### config.mk
export PLATFORM = sky130hd
export DESIGN_NAME = timeset_commit
export DESIGN_NICKNAME = d
export VERILOG_FILES = /design/src/rtl/timeset_commit_pkg.sv /design/src/rtl/tsc_stage.sv /design/src/rtl/tsc_arbiter.sv /design/src/rtl/tsc_lockout.sv /design/src/rtl/timeset_commit.sv
export SDC_FILE = /design/constraint.sdc
export NUM_CORES = 1
export LEC_CHECK = 0
export ABC_AREA = 1
export ABC_CLOCK_PERIOD_IN_PS = 3420
export CORE_MARGIN = 2
export CORE_UTILIZATION = 40
export CTS_BUF_LIST = sky130_fd_sc_hd__clkbuf_4 sky130_fd_sc_hd__clkbuf_8 sky130_fd_sc_hd__clkbuf_16
export DETAILED_ROUTE_END_ITERATION = 12
export GPL_TIMING_DRIVEN = 0
export PLACE_DENSITY = 0.66
export SYNTH_ARGS = -nofsm -noshare
export SYNTH_HDL_FRONTEND = slang
export SYNTH_HIERARCHICAL = 1
export SYNTH_SLANG_ARGS = --single-unit
export TNS_END_PERCENT = 50
### constraint.sdc
create_clock -name clk -period 3.42 [get_ports clk]
set_input_delay 0.513 -clock clk [delete_from_list [all_inputs] [get_ports clk]]
set_output_delay 0.513 -clock clk [all_outputs]
set_load 0.01 [all_outputs]
### src/rtl/timeset_commit_pkg.sv
package timeset_commit_pkg;
  typedef enum logic [1:0] {
    CS_NONE   = 2'd0,
    CS_COMMIT = 2'd1,
    CS_DROP   = 2'd2
  } cs_act_e;

  function automatic cs_act_e classify(input logic rise, input logic blocked,
                                       input logic whole, input logic burst,
                                       input logic all_in, input logic any_vld);
    if (!rise || blocked)                        return CS_NONE;
    if (whole && (!burst || all_in) && any_vld)  return CS_COMMIT;
    return CS_DROP;
  endfunction
endpackage

### src/rtl/tsc_stage.sv
module tsc_stage #(
  parameter int NREG = 8,
  parameter int BW   = 8,
  localparam int AW  = $clog2(NREG)
) (
  input  logic               clk,
  input  logic               rst_n,
  input  logic               wr_go,
  input  logic               wr_blocked,
  input  logic [AW-1:0]      wr_idx,
  input  logic [BW-1:0]      wr_byte,
  input  logic               clr,
  output logic [NREG*BW-1:0] stage_flat,
  output logic [NREG-1:0]    stage_vld
);
  for (genvar g = 0; g < NREG; g++) begin : g_reg
    logic          hit;
    logic [BW-1:0] byte_q, byte_d;
    logic          vld_q, vld_d;

    assign hit = wr_go && (wr_idx == AW'(g));

    always_comb begin
      byte_d = byte_q;
      vld_d  = vld_q;
      if (clr) begin
        vld_d = 1'b0;
      end else if (hit) begin
        byte_d = wr_byte;
        vld_d  = 1'b1;
      end
    end

    always_ff @(posedge clk or negedge rst_n) begin
      if (!rst_n) begin
        byte_q <= '0;
        vld_q  <= 1'b0;
      end else begin
        byte_q <= byte_d;
        vld_q  <= vld_d;
      end
    end

    assign stage_flat[g*BW +: BW] = byte_q;
    assign stage_vld[g]           = vld_q;
  end


  locked_write_ignored_chk: assert property (@(posedge clk) disable iff (!rst_n)
    (wr_blocked && !clr) |=> $stable(stage_flat) && $stable(stage_vld));
endmodule

### src/rtl/tsc_arbiter.sv
module tsc_arbiter (
  input  logic clk,
  input  logic rst_n,
  input  logic req,
  input  logic sec_tick,
  output logic pend,
  output logic strobe
);
  logic pend_q, pend_d;

  assign strobe = pend_q && !sec_tick;

  always_comb begin
    pend_d = pend_q;
    if (strobe)   pend_d = 1'b0;
    else if (req) pend_d = 1'b1;
  end

  always_ff @(posedge clk or negedge rst_n) begin
    if (!rst_n) pend_q <= 1'b0;
    else        pend_q <= pend_d;
  end

  assign pend = pend_q;


  tick_defers_load_chk: assert property (@(posedge clk) disable iff (!rst_n)
    (pend_q && sec_tick) |=> pend_q);

  single_strobe_chk: assert property (@(posedge clk) disable iff (!rst_n)
    strobe |=> !strobe);
endmodule

### src/rtl/tsc_lockout.sv
module tsc_lockout #(
  parameter int LOCK_CYC = 11250,
  localparam int CW      = $clog2(LOCK_CYC + 1)
) (
  input  logic clk,
  input  logic rst_n,
  input  logic start,
  output logic active
);
  logic [CW-1:0] cnt_q, cnt_d;
  logic          cnt_en;

  assign cnt_en = start || (cnt_q != '0);

  always_comb begin
    cnt_d = cnt_q;
    if (start)              cnt_d = CW'(LOCK_CYC);
    else if (cnt_q != '0)   cnt_d = cnt_q - 1'b1;
  end

  always_ff @(posedge clk or negedge rst_n) begin
    if (!rst_n)      cnt_q <= '0;
    else if (cnt_en) cnt_q <= cnt_d;
  end

  assign active = (cnt_q != '0);


  lock_starts_chk: assert property (@(posedge clk) disable iff (!rst_n)
    start |=> active);
endmodule

### src/rtl/timeset_commit.sv
module timeset_commit #(
  parameter int NREG     = 8,
  parameter int BW       = 8,
  parameter int LOCK_CYC = 11250,
  localparam int AW      = $clog2(NREG)
) (
  input  logic               clk,
  input  logic               rst_n,
  input  logic               byte_we,
  input  logic [AW-1:0]      byte_idx,
  input  logic [BW-1:0]      byte_val,
  input  logic               cs_rise,
  input  logic               xfer_whole,
  input  logic               xfer_burst,
  input  logic               burst_all,
  input  logic               sec_tick,
  output logic [NREG*BW-1:0] ld_data,
  output logic [NREG-1:0]    ld_mask,
  output logic               ld_strobe,
  output logic               busy
);
  import timeset_commit_pkg::*;

  logic            pend, lock_active;
  logic            wr_go, clr, req;
  logic [NREG-1:0] vld;
  cs_act_e         act;

  assign busy  = pend || lock_active;
  assign wr_go = byte_we && !busy;
  assign act   = classify(cs_rise, busy, xfer_whole, xfer_burst, burst_all, |vld);
  assign req   = (act == CS_COMMIT);
  assign clr   = (act == CS_DROP) || ld_strobe;

  tsc_stage #(.NREG(NREG), .BW(BW)) u_stage (
    .clk        (clk),
    .rst_n      (rst_n),
    .wr_go      (wr_go),
    .wr_blocked (byte_we && busy),
    .wr_idx     (byte_idx),
    .wr_byte    (byte_val),
    .clr        (clr),
    .stage_flat (ld_data),
    .stage_vld  (vld)
  );

  tsc_arbiter u_arb (
    .clk      (clk),
    .rst_n    (rst_n),
    .req      (req),
    .sec_tick (sec_tick),
    .pend     (pend),
    .strobe   (ld_strobe)
  );

  tsc_lockout #(.LOCK_CYC(LOCK_CYC)) u_lock (
    .clk    (clk),
    .rst_n  (rst_n),
    .start  (ld_strobe),
    .active (lock_active)
  );

  assign ld_mask = ld_strobe ? vld : '0;


  no_tick_overlap_chk: assert property (@(posedge clk) disable iff (!rst_n)
    !(ld_strobe && sec_tick));

  partial_drops_chk: assert property (@(posedge clk) disable iff (!rst_n)
    (cs_rise && !busy && !xfer_whole) |=> (!pend && !ld_strobe));

  empty_no_commit_chk: assert property (@(posedge clk) disable iff (!rst_n)
    (cs_rise && !busy && (vld == '0)) |=> !busy);

  strobe_has_mask_chk: assert property (@(posedge clk) disable iff (!rst_n)
    ld_strobe |-> (ld_mask != '0));
endmodule

Word-level counts from Yosys, hierarchy flattened
Index checks and enable logic that the tools add are counted.

Bits in registers: 87. Word-level logic and storage cells: 100. Input port bits: 19. Output and inout port bits: 74.

Bitwise logic cells: 1. Eq/ne operators: 9. Multiplexer cells: 28. Add/subtract/negate cells: 1. Reductions and logical operators: 43.

Operators by type and width (number): 14-bit 2-to-1 mux (2); 1-bit 2-to-1 mux (21); 2-bit nonzero test (10); 2-bit AND reduction (9); 14-bit nonzero test (1); 14-bit by 1-bit subtractor with 14-bit output (second input constant) (1); 3-bit == test (second input constant) (4); 1-bit logical AND (12); 2-bit 2-to-1 mux (4); 8-bit 2-to-1 mux (1); 8-bit OR reduction (1); 3-bit by 2-bit == test with 1-bit output (second input constant) (2); 1-bit logical OR (5); 1-bit zero test (4); 3-bit by 1-bit == test with 1-bit output (second input constant) (1); 3-bit zero test (1); 2-bit by 1-bit == test with 1-bit output (second input constant) (1); 2-bit == test (second input constant) (1); 1-bit NOT (1).

Longest topological paths before layout
Gate-level depths: netlist (run 1).

Word-level depth: 12. Mapped depth: 17. Mapped depth without buffers: 16.

Cells and area by module
Netlist (run 1), hierarchy kept.

Modules (own cells, without submodules): tsc_stage (seq. area each 1801.7 um^2, cells an instance 338, times used 1, area each 3064.2 um^2); tsc_lockout (seq. area each 350.3 um^2, cells an instance 118, times used 1, area each 827.0 um^2); timeset_commit (seq. area each 0.0 um^2, cells an instance 37, times used 1, area each 152.6 um^2); tsc_arbiter (seq. area each 25.0 um^2, cells an instance 5, times used 1, area each 42.5 um^2).

Worst setup path before layout (run 1)
OpenSTA, ideal clock, no wires.

Path type: register -> register. From: reg u_lock.cnt_q[0]. To: reg u_stage.g_reg[0].byte_q[5]. Clock period less this slack: 2.347 ns. Buffers on the path: 3. Slack: 1.073 ns. Cell stages (with the launch flop): 18. Library setup time: 0.117 ns. Arrival: 2.230 ns. Required time: 3.303 ns. Cell sequence: dfrtp_1 > inv_1 > ha_1 > nand2_2 > nor2_4 > nand2_4 > buf_6 > or2_4 > inv_2 > nand2_2 > clkinv_1 > nand2_1 > nand2_1 > inv_1 > buf_4 > buf_2 > nand4_1 > nand2_1.

Longest elaborated chain between the ends: 9. Elaborated cells between the ends (all ways): 12. Classes of those cells: 1 x eq/ne; 2 x mux; 1 x bitwise; 8 x reduce/logical.

RTL lines: from (decl) (RTL line tsc_lockout.sv:10) `logic [CW-1:0] cnt_q, cnt_d;`; from (signal assigned) (RTL line tsc_lockout.sv:23) `else if (cnt_en) cnt_q <= cnt_d;`; 14-bit nonzero test (RTL line tsc_lockout.sv:26) `assign active = (cnt_q != '0);`; via lock_active (RTL line timeset_commit.sv:24) `logic pend, lock_active;`; 1-bit logical OR (RTL line timeset_commit.sv:29) `assign busy = pend || lock_active;`; via busy (RTL line timeset_commit.sv:20) `output logic busy`; 1-bit logical OR (RTL line timeset_commit_pkg.sv:11) `if (!rise || blocked) return CS_NONE;`; 1-bit 2-to-1 mux (RTL line timeset_commit_pkg.sv:11); 2-bit 2-to-1 mux (RTL line timeset_commit_pkg.sv:12) `if (whole && (!burst || all_in) && any_vld) return CS_COMMIT;`; 2-bit == test (RTL line timeset_commit.sv:33) `assign clr = (act == CS_DROP) || ld_strobe;`; 1-bit logical OR (RTL line timeset_commit.sv:33); via clr (RTL line timeset_commit.sv:25) `logic wr_go, clr, req;`; 1-bit NOT (no source line); 2-bit AND reduction (no source line); to (signal assigned) (RTL line tsc_stage.sv:39) `byte_q <= byte_d;`; to (decl) (RTL line tsc_stage.sv:18) `logic [BW-1:0] byte_q, byte_d;`.

The timed path passes the listed nets, and every way through them passes these cells. A chain may end at the register's enable or synchronous reset.

Worst setup path after layout (run 1)
From: reg u_lock.cnt_q[0]. To: out busy.

Longest elaborated chain between the ends: 2.

RTL lines (RTL line): 14-bit nonzero test (tsc_lockout.sv:26); via lock_active (timeset_commit.sv:24); 1-bit logical OR (timeset_commit.sv:29); to (decl) (timeset_commit.sv:20).

The timed path passes the listed nets, and every way through them passes these cells.

==> results, run 1 <==
- For this design, the CTS-stage hold fixing added 0 buffers.
- The cell area after placement is 0.00510 mm2.
- The fmax is 344 MHz.
- At the end of the flow, the number of nets in the layout was 612.
- The overall via count from detail_route is 3566.
- The endpoint kind of the worst setup timing path is a primary output.
- The power per cell area is 343 mW/mm2.
- Timing analysis after detailed placement gives a worst setup slack of 0.623 ns.
- The warning count from the yosys run is 6.
- Synthesis handed over a netlist of 497 instances.
- The horizontal die dimension is 105 um.
- After the flow finishes, the layout carries non-filler instances totaling 730.
- In the final routed layout, each cell accounts on average for 14.4 um.
- The worst vdd rail ir drop is 253 uV.
- The number of buffers added on ports is 83.
- The kind of critical path is reg2out.
- In the final layout, the share of cells above drive strength 1 is 11.6%.
- The portion of the clock cycle consumed by the worst path in the final layout is 84.9%.
- The clock-pin slew on the worst setup and hold paths is 0.09 ns.
- The setup clock skew after layout is 0.0170 ns.
- Setup repair after global routing left no endpoint under its margin.
- The number of primary I/O pins is 93.
- The final antenna diode count is 0.
- Entering global routing, the biggest net connects 46 pins.
- At the pin with the least slew margin, the transition time is 0.589 ns.
- Wires add up to 10500 um.
- The global-route usage over all layers is 20.1%.
- The path class of the tightest hold or removal check is in2async.
- For the worst setup path, the data required time is 2.91 ns.
- The maximum fanout count along the critical path is 10.
- The floorplan step defined a die boundary enclosing 0.0110 mm2.
- After detailed routing, the number of remaining DRC violations is 0.
- The run finished with clean final reports.
- The finished cells cover 0.00529 mm2.
- The mean cell area of the mapped netlist is 8.21 um2.
- The final RePlAce weighted congestion is 0.819.
- The maximum level of the CTS H-tree is 3.
- In this run the remaining antenna-violating nets after routing total 0.
- The count of instances resized after the clock tree is built is 0.
- The effective utilization at floorplan is 41.6%.
- The final setup slack of the worst path is 0.515 ns.
- The area of the placeable core is 0.00982 mm2.
- The worst pin sits at a relative slew slack of 60.7%.
- The number of antenna violations at the first check in global routing came to 0.
- The worst setup path is launched from a register.
- In the layout the commonest cells are nand2_1 (198), dfrtp_1 (87), clkdlybuf4s50_1 (82), nand4_1 (37), inv_1 (35).
- The leakage power of the design is 2.74 nW.
- The number of nets in the synthesized netlist is 517.
- No sink is reached through more buffers than the 2 on the longest clock path.
- The first global-routing pass estimated 17500 um of wire.
- The worst reg-to-reg setup slack is 0.60 ns.
- The iteration count of the initial detailed-routing pass is 4.
- For this design, the sink count on the clock tree is 87.
- The row count is 36.
- The y dimension of the die is 105 um.
- The number of global-route vias before repair is 3484.
- The post-CTS setup buffer count is 0.
- The CTS tree is built.
- The number of max-slew violations in the final report was 0.
- The final number of hold-violating endpoints is 0.
- The detail-routed via count per cell is 4.88.
- The final critical-path required period is 2.90 ns.
- The critical path arrival is 2.39 ns.
- The clock latency on the worst-skew pair is 0.37 ns.
- The leading cell type in the layout, fill and taps excluded is nand2_1.
- The total overflow left after global routing is 0.
- Including well taps, the total number of placed cells is 714.
- Max-cap violations in this run came to 0.
- In this run, the number of DRC markers left after iteration 0 of detailed routing was 163.
- The final setup violation count is 0.
- The post-route total power is 1.81 mW.
- Clock tree synthesis inserted a total of 9 buffers.
- Summing every instance area after synthesis gives 0.00408 mm2.
- From synthesis to final layout, the design area changed by 29.5%.
- The master cell of the clock root buffer is clkbuf_8.
- The wire-length estimate of the detail-placed layout is 7540 um.
-- final timing paths --
kind | cells after the start | start | end
worst max-delay path | 8 | u_lock/cnt_q[0]$_DFFE_PN0P_ | busy
worst min-delay path | 1 | rst_n | u_lock/cnt_q[6]$_DFFE_PN0P_
worst max register to register | 13 | u_lock/cnt_q[0]$_DFFE_PN0P_ | u_stage/g_reg[4].byte_q[6]$_DFFE_PN0P_
worst min register to register | 2 | u_stage/g_reg[2].byte_q[1]$_DFFE_PN0P_ | u_stage/g_reg[2].byte_q[1]$_DFFE_PN0P_
max in group asynchronous | 2 | rst_n | u_stage/g_reg[7].byte_q[6]$_DFFE_PN0P_
min in group clk | 2 | u_stage/g_reg[2].byte_q[1]$_DFFE_PN0P_ | u_stage/g_reg[2].byte_q[1]$_DFFE_PN0P_
-- layout make-up --
cell class	count	area, um2
sequential	87	2180
clock buffer	9	124
fill	966	4530
inverter	39	146
buffer	32	190
timing repair buffer	84	856
tap	133	166
clock inverter	7	57.6
multi-input combinational	339	1570
-- report_power, final --
part | switching (mW) | total [mW] | internal [mW]
Sequential | 0.00570 | 1.04 | 1.04
Clock | 0.392 | 0.663 | 0.271
Combinational | 0.0697 | 0.108 | 0.0380
-- worst max-delay path, cell delays in order, from the launching register on --
cell and delay [ns]:
dfrtp_1 0.39, inv_1 0.10, ha_1 0.25, nand2_2 0.11, nor2_4 0.20, nand2_4 0.09, buf_6 0.15, or2_4 0.26
clkdlybuf4s50_1 0.48
-- registers in the layout, indices dropped and copies added (netlist names) --
signal            cells
u_arb/pend            1
u_lock/cnt_q         14
u_stage/g.byte_q     64
u_stage/g.vld_q       8
-- metal layers --
layer	routed length [um]	track usage [%]
met1	4780	27.3
met2	4630	31.1
met3	930	6.18
met4	164	5.33
met5	0	0
-- through the flow --
step | hold slack, ns | util [%] | TNS (ns)
finish | 0.139 | 53.8 | 0
detailed placement | 0.457 | 52.0 | 0
floorplan | 0.217 | - | 0
global placement | 0.454 | 51.7 | -114.48
CTS | 0.160 | 53.8 | 0
global route | 0.187 | 53.8 | 0
(Power assumes the default switching activity.)
==> inputs of run 2 (changes only) <==
- ABC_CLOCK_PERIOD_IN_PS: 3420 -> 3000
- clock period: 3.42 -> 3 ns (I/O delays scaled with it)
==> results of run 2 <==
Same layout as run 1 (identical final DEF). Status: completed.
Among the figures that moved: setup slack after placement 0.623 ns -> 0.203 ns; setup slack after layout 0.515 ns -> 0.158 ns; hold slack 0.139 ns -> 0.0760 ns; register-to-register setup slack 0.60 ns -> 0.18 ns; total power 1.81 mW -> 2.07 mW; worst IR drop on VDD 253 uV -> 288 uV
